<file path="src/rtl/adcp_pkg.sv">
package adcp_pkg;

    localparam int CMD_W    = 8;
    localparam int STATUS_W = 8;
    localparam logic [CMD_W-1:0] SYNC_FILL = 8'hFF;
    localparam logic [CMD_W-1:0] SYNC_END  = 8'hFE;

    typedef enum logic [1:0] {
        M_CMD   = 2'd0,   // waiting for a command byte
        M_WAIT  = 2'd1,   // data mode, no result pending
        M_READY = 2'd2,   // data mode, result pending, sdo low
        M_READ  = 2'd3    // data mode, result being shifted out
    } port_mode_e;

    typedef enum logic [1:0] {
        K_NULL     = 2'd0,
        K_RUN      = 2'd1,
        K_SAVE     = 2'd2,
        K_RESERVED = 2'd3
    } byte_kind_e;

    typedef struct packed {
        logic       exec;
        logic       chan;
        logic       save;
        logic       unipolar;
        logic [1:0] filt;
        logic [1:0] cal;
    } cmd_byte_t;

    function automatic byte_kind_e classify(input logic [CMD_W-1:0] b);
        cmd_byte_t c;
        c = cmd_byte_t'(b);
        if (b == '0)
            return K_NULL;
        else if (b == SYNC_FILL || b == SYNC_END || !c.exec)
            return K_RESERVED;
        else if (c.save)
            return K_SAVE;
        else
            return K_RUN;
    endfunction

    function automatic logic [STATUS_W-1:0] status_byte(input logic chan,
                                                         input logic od,
                                                         input logic ovf);
        return {1'b0, 4'b1111, chan, od, ovf};
    endfunction

endpackage

</file>
<file path="src/rtl/adcp_pin_sync.sv">
module adcp_pin_sync #(
    parameter int STAGES = 2
) (
    input  logic clk,
    input  logic rst,
    input  logic sclk,
    input  logic sdi,
    input  logic cs_n,
    output logic sclk_rise,
    output logic sclk_fall,
    output logic sdi_s
);
    logic [STAGES-1:0] sclk_q;
    logic [STAGES-1:0] sdi_q;
    logic [STAGES-1:0] csn_q;
    logic              sclk_prev;

    always_ff @(posedge clk) begin
        if (rst) begin
            sclk_q    <= '0;
            sdi_q     <= '0;
            csn_q     <= '1;
            sclk_prev <= 1'b0;
        end else begin
            sclk_q    <= {sclk_q[STAGES-2:0], sclk};
            sdi_q     <= {sdi_q[STAGES-2:0], sdi};
            csn_q     <= {csn_q[STAGES-2:0], cs_n};
            sclk_prev <= sclk_q[STAGES-1];
        end
    end

    // Edges only count while the synchronised select is active.
    assign sclk_rise = sclk_q[STAGES-1] & ~sclk_prev & ~csn_q[STAGES-1];
    assign sclk_fall = ~sclk_q[STAGES-1] & sclk_prev & ~csn_q[STAGES-1];
    assign sdi_s     = sdi_q[STAGES-1];

endmodule

</file>
<file path="src/rtl/adcp_byte_rx.sv">
module adcp_byte_rx import adcp_pkg::*; #(
    parameter int SYNC_MIN = 7
) (
    input  logic             clk,
    input  logic             rst,
    input  logic             bit_en,
    input  logic             bit_val,
    output logic             byte_done,
    output logic [CMD_W-1:0] byte_val,
    output logic             sync_hit
);
    localparam int FC_W = $clog2(SYNC_MIN + 1);
    localparam logic [FC_W-1:0] FILL_MAX = FC_W'(SYNC_MIN);
    localparam int BC_W = $clog2(CMD_W);
    localparam logic [BC_W-1:0] LAST_BIT = BC_W'(CMD_W - 1);

    logic [CMD_W-2:0] shreg;
    logic [BC_W-1:0]  bit_cnt;
    logic [FC_W-1:0]  fill_cnt;
    logic [CMD_W-1:0] full;

    assign full = {shreg, bit_val};

    always_ff @(posedge clk) begin
        if (rst) begin
            shreg     <= '0;
            bit_cnt   <= '0;
            fill_cnt  <= '0;
            byte_val  <= '0;
            byte_done <= 1'b0;
            sync_hit  <= 1'b0;
        end else begin
            byte_done <= 1'b0;
            sync_hit  <= 1'b0;
            if (bit_en) begin
                shreg <= full[CMD_W-2:0];
                if (bit_cnt == LAST_BIT) begin
                    bit_cnt   <= '0;
                    byte_val  <= full;
                    byte_done <= 1'b1;
                    sync_hit  <= (full == SYNC_END) && (fill_cnt >= FILL_MAX);
                    if (full == SYNC_FILL)
                        fill_cnt <= (fill_cnt == FILL_MAX) ? fill_cnt : fill_cnt + 1'b1;
                    else
                        fill_cnt <= '0;
                end else begin
                    bit_cnt <= bit_cnt + 1'b1;
                end
            end
        end
    end

endmodule

</file>
<file path="src/rtl/adcp_result_tx.sv">
module adcp_result_tx #(
    parameter int FRAME_W = 32
) (
    input  logic               clk,
    input  logic               rst,
    input  logic               load,
    input  logic [FRAME_W-1:0] load_word,
    input  logic               shift,
    output logic               top_bit,
    output logic               last_shift
);
    localparam int CNT_W = $clog2(FRAME_W + 1);
    localparam logic [CNT_W-1:0] LAST = CNT_W'(FRAME_W - 1);

    logic [FRAME_W-1:0] frame;
    logic [CNT_W-1:0]   cnt;

    always_ff @(posedge clk) begin
        if (rst) begin
            frame <= '1;
            cnt   <= '0;
        end else if (load) begin
            frame <= load_word;
            cnt   <= '0;
        end else if (shift) begin
            frame <= {frame[FRAME_W-2:0], 1'b1};
            cnt   <= cnt + 1'b1;
        end
    end

    assign top_bit    = frame[FRAME_W-1];
    assign last_shift = shift && (cnt == LAST);

endmodule

</file>
<file path="src/rtl/adcp_serial_port.sv">
module adcp_serial_port import adcp_pkg::*; #(
    parameter int DATA_W      = 24,
    parameter int SYNC_STAGES = 2,
    parameter int SYNC_MIN    = 7
) (
    input  logic              clk,
    input  logic              rst,
    input  logic              cs_n,
    input  logic              sclk,
    input  logic              sdi,
    output logic              sdo,
    output logic              sdo_oe,
    input  logic              conv_warn,
    input  logic              conv_done,
    input  logic [DATA_W-1:0] conv_data,
    input  logic              conv_od,
    input  logic              conv_of,
    output logic              cmd_start,
    output logic              cmd_chan,
    output logic              cmd_unipolar,
    output logic [1:0]        cmd_filter,
    output logic [1:0]        cmd_cal,
    output logic              pwr_save,
    output logic              pwr_standby
);
    localparam int FRAME_W = STATUS_W + DATA_W;

    port_mode_e         mode;
    logic               data_phase;
    logic               sclk_rise, sclk_fall, sdi_s;
    logic               bit_en;
    logic               byte_done, sync_hit;
    logic [CMD_W-1:0]   byte_val;
    byte_kind_e         kind;
    cmd_byte_t          cmd_c;
    logic               tx_load, tx_shift, tx_top, tx_last;
    logic [FRAME_W-1:0] tx_word;

    adcp_pin_sync #(.STAGES(SYNC_STAGES)) i_pins (
        .clk(clk), .rst(rst), .sclk(sclk), .sdi(sdi), .cs_n(cs_n),
        .sclk_rise(sclk_rise), .sclk_fall(sclk_fall), .sdi_s(sdi_s)
    );

    // Bytes are framed everywhere except during the 24 result clocks.
    assign bit_en = sclk_rise && !(mode == M_READ && data_phase);

    adcp_byte_rx #(.SYNC_MIN(SYNC_MIN)) i_rx (
        .clk(clk), .rst(rst), .bit_en(bit_en), .bit_val(sdi_s),
        .byte_done(byte_done), .byte_val(byte_val), .sync_hit(sync_hit)
    );

    assign kind     = classify(byte_val);
    assign cmd_c    = cmd_byte_t'(byte_val);
    assign tx_load  = conv_done && (mode == M_WAIT || (mode == M_READY && !sclk_rise));
    assign tx_word  = {status_byte(cmd_chan, conv_od, conv_of), conv_data};
    assign tx_shift = sclk_fall && (mode == M_READ);

    adcp_result_tx #(.FRAME_W(FRAME_W)) i_tx (
        .clk(clk), .rst(rst), .load(tx_load), .load_word(tx_word),
        .shift(tx_shift), .top_bit(tx_top), .last_shift(tx_last)
    );

    assign sdo    = (mode == M_READY || mode == M_READ) ? tx_top : 1'b1;
    assign sdo_oe = ~cs_n;

    always_ff @(posedge clk) begin
        if (rst) begin
            mode         <= M_CMD;
            data_phase   <= 1'b0;
            cmd_start    <= 1'b0;
            cmd_chan     <= 1'b0;
            cmd_unipolar <= 1'b0;
            cmd_filter   <= '0;
            cmd_cal      <= '0;
            pwr_save     <= 1'b0;
            pwr_standby  <= 1'b0;
        end else begin
            cmd_start <= 1'b0;
            pwr_save  <= 1'b0;

            // core events
            if (tx_load)
                mode <= M_READY;
            else if (conv_warn && mode == M_READY && !sclk_rise)
                mode <= M_WAIT;

            // first clock of a read
            if (sclk_rise && mode == M_READY)
                mode <= M_READ;

            if (tx_last) begin
                mode       <= M_WAIT;
                data_phase <= 1'b0;
            end

            // byte handling has the last word on the mode
            if (byte_done) begin
                if (sync_hit) begin
                    mode       <= M_CMD;
                    data_phase <= 1'b0;
                end else begin
                    case (kind)
                        K_RUN: begin
                            cmd_start    <= 1'b1;
                            cmd_chan     <= cmd_c.chan;
                            cmd_unipolar <= cmd_c.unipolar;
                            cmd_filter   <= cmd_c.filt;
                            cmd_cal      <= cmd_c.cal;
                            mode         <= M_WAIT;
                            data_phase   <= 1'b0;
                        end
                        K_SAVE: begin
                            pwr_save    <= 1'b1;
                            pwr_standby <= cmd_c.unipolar;
                            mode        <= M_CMD;
                            data_phase  <= 1'b0;
                        end
                        K_NULL: begin
                            if (mode == M_READ)
                                data_phase <= 1'b1;
                        end
                        default: begin
                            if (mode == M_READ)
                                mode <= M_WAIT;
                        end
                    endcase
                end
            end
        end
    end

endmodule

</file>
<file path="config.mk">
export PLATFORM = sky130hd
export DESIGN_NAME = adcp_serial_port
export DESIGN_NICKNAME = d
export VERILOG_FILES = /design/src/rtl/adcp_pkg.sv /design/src/rtl/adcp_pin_sync.sv /design/src/rtl/adcp_byte_rx.sv /design/src/rtl/adcp_result_tx.sv /design/src/rtl/adcp_serial_port.sv
export SDC_FILE = /design/constraint.sdc
export NUM_CORES = 1
export LEC_CHECK = 0
export BUFFER_PORTS_ARGS = -buffer_cell sky130_fd_sc_hd__buf_2
export CORE_MARGIN = 2
export CORE_UTILIZATION = 52
export CTS_CLUSTER_DIAMETER = 150
export DETAILED_ROUTE_END_ITERATION = 8
export HOLD_SLACK_MARGIN = 0.02
export PLACE_DENSITY = 0.75
export SLEW_MARGIN = 0
export SYNTH_ARGS = -nofsm -noshare
export SYNTH_HDL_FRONTEND = slang
export SYNTH_HIERARCHICAL = 1
export SYNTH_SLANG_ARGS = --single-unit
</file>
<file path="constraint.sdc">
create_clock -name clk -period 2 [get_ports clk]
set_input_delay 0.1 -clock clk [delete_from_list [all_inputs] [get_ports clk]]
set_output_delay 0.1 -clock clk [all_outputs]
set_load 0.02 [all_outputs]
</file>
==> results of run 1 <==
[cell type report]
class / instances / area, um^2 / area share [%]
Multi-Input combinational cell: 248 / 1890 / 42.2
Sequential cell: 80 / 1600 / 35.7
Timing Repair Buffer: 89 / 642 / 14.3
Clock buffer: 10 / 128 / 2.84
Clock inverter: 6 / 108 / 2.40
Tap cell: 80 / 100 / 2.23
Inverter: 4 / 15.0 / 0.335
[final timing paths]
path	slack (ns)	from	endpoint	cells after the start
min	0.03	conv_data[7]	i_tx/frame[7]	3
max reg2reg	0.21	i_pins/sclk_prev	i_tx/frame[11]	6
max	0.21	i_pins/sclk_prev	i_tx/frame[11]	6
min reg2reg	0.43	i_pins/csn_q[0]	i_pins/csn_q[1]	1
[kinds of logic after synthesis]
kind of cell	count (synthesis)	synth area share [%]
compound gates	30	5.97
xor+xnor	4	0.978
fa+ha+maj	5	1.75
buf+inv	22	3.28
flops	80	44.7
mux	82	24.0
other cells	2	0.210
simple gates	122	19.1
[power breakdown]
group          internal (mW)  switching, mW  total (mW)
Combinational         0.0782         0.0504       0.129
Sequential              1.60        0.00363        1.60
Clock                  0.825          0.560        1.39
[registers in the layout, summed over array words and instances (netlist names), 3 cells and up]
| signal | flops |
|---|---|
| i_rx/byte_val | 8 |
| i_rx/fill_cnt | 3 |
| i_rx/bit_cnt | 3 |
| i_rx/shreg | 7 |
| i_tx/cnt | 6 |
| i_tx/frame | 32 |
[per-layer routing]
metal | GRT usage, % | wire length (um) | vias up
li1 | - | - | 1363
met1 | 24.4 | 3270 | 1234
met2 | 33.2 | 3390 | 38
met3 | 4.17 | 225 | 9
met4 | 7.81 | 87 | 0
met5 | 0 | 0 | -
[timing repair]
action | 4_1_cts | 5_1_grt
setup endpoints to repair | 0 | 31
gates resized for setup | 0 | 3
hold endpoints to repair | 26 | 0
hold buffers | 26 | 0
setup buffers | 0 | 10
[placed cells by master (no fill, tap or decap), types with 3 or more instances in the layout]
| cell type | synthesis | routed |
|---|---|---|
| dfxtp_1 | 80 | 80 |
| mux2i_1 | 50 | 50 |
| buf_2 | 9 | 43 |
| nand2b_1 | 38 | 38 |
| mux2_2 | 32 | 32 |
| nor2_1 | 26 | 26 |
| dlygate4sd3_1 | 0 | 26 |
| nand2_1 | 23 | 23 |
| buf_4 | 0 | 18 |
| a21oi_1 | 11 | 11 |
| clkbuf_8 | 0 | 9 |
| nor2b_1 | 8 | 7 |
| ha_1 | 5 | 5 |
| conb_1 | 2 | 5 |
| inv_1 | 4 | 4 |
| o21ai_0 | 3 | 3 |
| nor3_1 | 3 | 3 |
| or3_1 | 3 | 3 |
| bufinv_16 | 0 | 3 |
| xor2_1 | 3 | 3 |
[worst max-delay path, stage by stage, from the launching register on]
cell and delay [ns]:
dfxtp_1 0.34, nor3b_1 0.19, and3_1 0.24, buf_6 0.27, mux2_2 0.37, mux2i_1 0.16
nand2b_1 0.10
==> impl_results.md, run 1 <==
- Sink Count: 80
- Hold WC Path Type: primary input to flop
- Arr. time, crit path: 2.01 ns
- Design Area, Final: approximately 4500 um^2
- Fin worst setup slack: about 0.21 ns
- CP Launch Type: flop
- Num CTS Buffers: 9
- Core area: approximately 6700 um^2
- Root Driver: clkbuf_8
- Final setup viols: 0
- Post-DR vias/cell: roughly 5.1
- Post-Syn Area: around 3600 um^2
- Endpoints failing hold: 0
- Distinct cells, synth: 49
- Pin count of the biggest net entering global routing: 31
- Detailed placement HPWL: roughly 4600 um
- Synth top area cells: dfxtp_1 (45%), mux2i_1 (14%), mux2_2 (10%)
- Maxcap violations: 0
- Slew Limit Fails: 0
- Ys flop type: dfxtp_1
- Slew HR: between 60% and 70%
- Clk Latency, worst-skew pair: 0.34 ns
- Fin crit period: ~1.8 ns
- Via count: 2644
- Die area: roughly 7600 um^2
- IO Count: 44
- Largest area contributor in the netlist: dfxtp_1
- TNS Setup: 0 ns
- Share of layout cells above drive strength 1: around 28%
- Clock Path Buffers: 2
- Post-DP Area: 3900 um^2
- Place WS: roughly 0.12 ns
- Wire length per cell: between 10 and 15 um
- Placer Congestion: between 0.7 and 0.8
- Async SR Flop Fraction: 0%
- Synth warn: 6
- Layout area overhead: 25.3%
- CTS clk-pin slew, worst paths: ~0.080 ns
- Filler cell count in the final layout: between 500 and 600
- Vias in the first global route: 2634
- Setup CP Type: flop to flop
- Mapped Avg Cell Area: around 10 um^2
- Final Core Density: 66.8%
- Register area share after synthesis: approximately 45%
- Max FO, Critical Path: 26
- Most common cell in the synthesized netlist: dfxtp_1
- RSZ-0062 raised after global routing: no
- GRT Total Usage: just under 20%
- DRC Markers: 0
- Initial drt markers: 97
- Status: completed
- Post-synth top area share: between 40% and 50%
- Die H: ~87 um
- LEAKAGE: between 1.5 and 2 nW
- Row cnt: 30
- Flops & latches, synth: 80
- Global-route wire length before repair: approximately 12000 um
- Port Buffer Count: 43
- CP endpoint kind: flop
- Total power: around 3.1 mW
- Final WL: ~7000 um
- Skew final: just over 0.008 ns
- Starting Density: 53.3%
- Final ANT Viol Nets: 0
- Post-synth EDFFs: 0
- Max Clock Freq: around 560 MHz
- Initial antenna violation count: 0
- Total iterations of the first detailed-routing run: 4
- Layout Nets: 470
- Fin Hold WS: approximately 0.032 ns
- Non-filler cells, final: ~520
- Period utilization: 89.5%
- TritonCTS clock tree: yes
- Worst IR Drop VDD: 0.495 mV
- H-Tree Depth: 3
- Worst path required time: between 2 and 2.5 ns
- Worst Max-Slew Pin Slew: just under 0.6 ns
- DP Cell Count: roughly 470
- Commonest cells post-synth: dfxtp_1 (80), mux2i_1 (50), nand2b_1 (38), mux2_2 (32), nor2_1 (26)
- Power Density: a little under 700 nW/um^2
- Gr ovfl total: 0
- Ant diodes: 0
- Die width: between 80 and 90 um
- Syn Inst Count: between 300 and 400
No activity file was read; power rests on OpenSTA's default activity.
==> run 2: changes to the inputs <==
--- a/config.mk
+++ b/config.mk
@@ -5,9 +5,10 @@
 export SDC_FILE = /design/constraint.sdc
 export NUM_CORES = 1
 export LEC_CHECK = 0
+export ABC_AREA = 1
 export BUFFER_PORTS_ARGS = -buffer_cell sky130_fd_sc_hd__buf_2
 export CORE_MARGIN = 2
-export CORE_UTILIZATION = 52
+export CORE_UTILIZATION = 51
 export CTS_CLUSTER_DIAMETER = 150
 export DETAILED_ROUTE_END_ITERATION = 8
 export HOLD_SLACK_MARGIN = 0.02
==> run 2 against run 1 <==
Net effect:
- flip-flop and latch count did not move
- design area down 8.0%
- critical endpoint is now i_tx/frame[21]
- die area is 2.8% lower
- power shrank 7.2%
- sequential power hardly changed
- the run now ends with DRC left
- synthesized area shrank 4.8%
==> impl_results.md, run 2 <==
- TritonCTS clock tree: yes
- Initial drt markers: 148 (+53%)
- Final ANT Viol Nets: 0 (unchanged)
- Initial antenna violation count: 0 (unchanged)
- Post-DP Area: 3650 um^2 (-6.4%)
- Port Buffer Count: 43 (unchanged)
- Cell breakdown of the critical path: inv_1 > nand2_1 > nor2_1 > nand3b_1 > nand2_1 > nand2_2 > inv_1 > buf_4 > a22oi_1 > nand2_1
- Sink Count: 80 (unchanged)
- Total iterations of the first detailed-routing run: 6 (+2)
- Arr. time, crit path: 2.07 ns (+0.06 ns)
- Pin count of the biggest net entering global routing: 32 (+3.2%)
- Most frequent cells in the layout: nand2_1 (80), dfxtp_1 (80), a21oi_1 (55)
- Global-route wire length before repair: 12200 um (+3.9%)
- Status: finished with violations
- Core area: 6420 um^2 (-4.4%)
- Worst path max stage delay: 0.40 ns (+0.03 ns)
- Share of total power in the clock network: 38.0% (-6.5 points)
- Max FFs per register: 32 (unchanged)
- Period utilization: 88.5% (-1.0 points)
- Post-synth EDFFs: 0 (unchanged)
- Fin Hold WS: 0.139 ns (+0.106 ns)
- Skew final: 0.00916 ns (+0.00101 ns)
- Post-synth top area share: 47.0% (+2.3 points)
- Syn Inst Count: 424 (+22%)
- Maxcap violations: 0 (unchanged)
- Switching pwr: 0.644 mW (+4.8%)
- GRT Max-Usage Layer: met2
- Die area: 7360 um^2 (-2.8%)
- Share of layout cells above drive strength 1: 18.3% (-10 points)
- CTS clk-pin slew, worst paths: 0.08 ns (about the same)
- Clk Latency, worst-skew pair: 0.35 ns (about the same)
- Layout area overhead: 21.0%
- Ys flop type: dfxtp_1
- Die width: 85.8 um (-1.4%)
- GRT Total Usage: 21.0% (+1.3 points)
- RSZ-0062 raised after global routing: no
- Root Driver: clkbuf_8
- Vias in the first global route: 2822 (+7.1%)
- Hold WC Path Type: primary input to flop
- Ant diodes: 0 (unchanged)
- Num CTS Buffers: 9 (unchanged)
- Commonest cells post-synth: dfxtp_1 (80), nand2_1 (80), a21oi_1 (55), inv_1 (42), nor2_1 (33)
- Wire length per cell: 12.7 um (-5.9%)
- DP Cell Count: 536 (+15%)
- Final WL: 7380 um (+5.8%)
- Mapped Avg Cell Area: 8.04 um^2 (-22%)
- Row cnt: 29 (-3.3%)
- CP endpoint kind: flop
- Async SR Flop Fraction: 0% (unchanged)
- Top flop regs: i_tx/frame (32), i_rx/byte_val (8), i_rx/shreg (7)
- Most used cell, CP: nand2_1
- DRC Markers: 1 (+1)
- Violated checks: DRC
- Postcts setup bufs: 0 (unchanged)
- Power Density: 700 nW/um^2 (+0.85%)
- Switching Fraction: 22.3% (+2.6 points)
- Final Core Density: 64.3% (-2.5 points)
- Seq pwr share: 56.3% (+4.9 points)
- Flops & latches, synth: 80 (unchanged)
- Detailed placement HPWL: 4710 um (+2.9%)
- LEAKAGE: 1.69 nW (+1.5%)
- Clock Path Buffers: 2 (unchanged)
- Fin crit period: 1.77 ns (-0.0201 ns)
- Reg with most FFs: i_tx/frame
- Setup CP Type: flop to flop
- Die H: 85.8 um (-1.4%)
- Via count: 2955 (+12%)
- Placer Congestion: 0.806 (+6.7%)
- Max Clock Freq: 565 MHz (+1.1%)
- Register area share after synthesis: 47.0% (+2.3 points)
- Post-DR vias/cell: 5.09 (-0.55%)
- H-Tree Depth: 3 (unchanged)
- CP Launch Type: flop
- Layout Nets: 537 (+14%)
- Critical-path top delay cell: buf_4
- Final setup viols: 0 (unchanged)
- Synth warn: 6 (unchanged)
- Worst Max-Slew Pin Slew: 0.565 ns (-0.0232 ns)
- Combinational Power Share: 5.7% (+1.6 points)
- Worst path required time: 2.29 ns (+0.07 ns)
- Design Area, Final: 4130 um^2 (-8.0%)
- IO Count: 44 (unchanged)
- Starting Density: 53.1% (-0.23 points)
- Grt met3 use: 7.03% (+2.9 points)
- Largest area contributor in the netlist: dfxtp_1
- Worst IR Drop VDD: 0.465 mV (-6.0%)
- Non-filler cells, final: 581 (+12%)
- Pint: 2.25 mW (-10%)
- Slew HR: 62.3% (+1.8 points)
- GR Util met2: 35.7% (+2.6 points)
- Max FO, Critical Path: 31 (+19%)
- Synth top area cells: dfxtp_1 (47%), nand2_1 (8.8%), a21oi_1 (8.1%)
- Post-Syn Area: 3410 um^2 (-4.8%)
- Distinct cells, synth: 32 (-35%)
- Endpoints failing hold: 0 (unchanged)
- Gr ovfl total: 0 (unchanged)
- Slew Limit Fails: 0 (unchanged)
- TNS Setup: 0 ns (unchanged)
- Global routing usage on met1: 24.5% (+0.094 points)
run 2: cell types whose count changed after synthesis, moves of 7 or more:
cell,before,now
nand2_1,23,80
mux2i_1,50,0
a21oi_1,11,55
inv_1,4,42
nand2b_1,38,0
mux2_2,32,0
a22oi_1,0,21
nand3_1,1,22
o21ai_0,3,18
a22oi_2,0,8
nor2b_1,8,0
nor2_1,26,33
o21ai_1,1,8
run 2: logic make-up after synthesis:
| logic type | share of synthesized area [%] |
|---|---|
| AO/OA/AOI/OAI | 20.4 |
| adder cells (fa/ha/maj) | 1.83 |
| buffers and inverters | 9.06 |
| flip-flops | 47.0 |
| other | 0.220 |
| AND/OR/NAND/NOR | 21.5 |
run 2: metrics by stage:
stage	setup WS, ns	power, mW
6_report	0.229	2.89
5_1_grt	0.0596	3.01
4_1_cts	0.243	2.92
3_5_place_dp	0.257	1.78
3_3_place_gp	0.323	1.78
2_1_floorplan	0.526	1.72
run 2: cell type report:
cell class,instances,area (um^2)
multi-input cells,283,1510
flip-flops and latches,80,1600
inverters,47,184
clock inverters,3,15.0
clock buffers,13,169
well taps,77,96.3
repair buffers,78,551
fillers,551,2300
run 2: power by group through the flow:
stage	registers (mW)	clock network, mW	logic, mW
6_report	1.63	1.10	0.164
5_1_grt	1.63	1.20	0.182
4_1_cts	1.63	1.13	0.161
3_5_place_dp	1.66	0	0.117
3_3_place_gp	1.66	0	0.115
2_1_floorplan	1.66	0	0.0643
run 2: path summary, 6_finish.rpt:
| kind | from | slack, ns | endpoint | depth (start not counted) |
|---|---|---|---|---|
| max | i_pins/sclk_prev | 0.23 | i_tx/frame[21] | 10 |
| min | conv_done | 0.14 | mode[1] | 5 |
| max reg2reg | i_pins/sclk_prev | 0.23 | i_tx/frame[21] | 10 |
| min reg2reg | i_pins/csn_q[0] | 0.40 | i_pins/csn_q[1] | 1 |
run 2: routing by layer:
layer,vias up,part of all wire (%)
met1,1336,44
met2,63,50
met4,0,1.3
met3,10,4.7
li1,1546,-
met5,-,0
run 2: worst max-delay path, delay by kind of cell, from the launching register on:
kind / cells / cell delay [ns]
AND/OR/NAND/NOR: 6 / 0.53
buffers and inverters: 3 / 0.67
AO/OA/AOI/OAI: 1 / 0.18
flip-flops: 1 / 0.34
run 2: repair_timing:
item	4_1_cts	5_1_grt
hold endpoints to repair	29	0
hold buffers	29	0
resized for setup	0	0
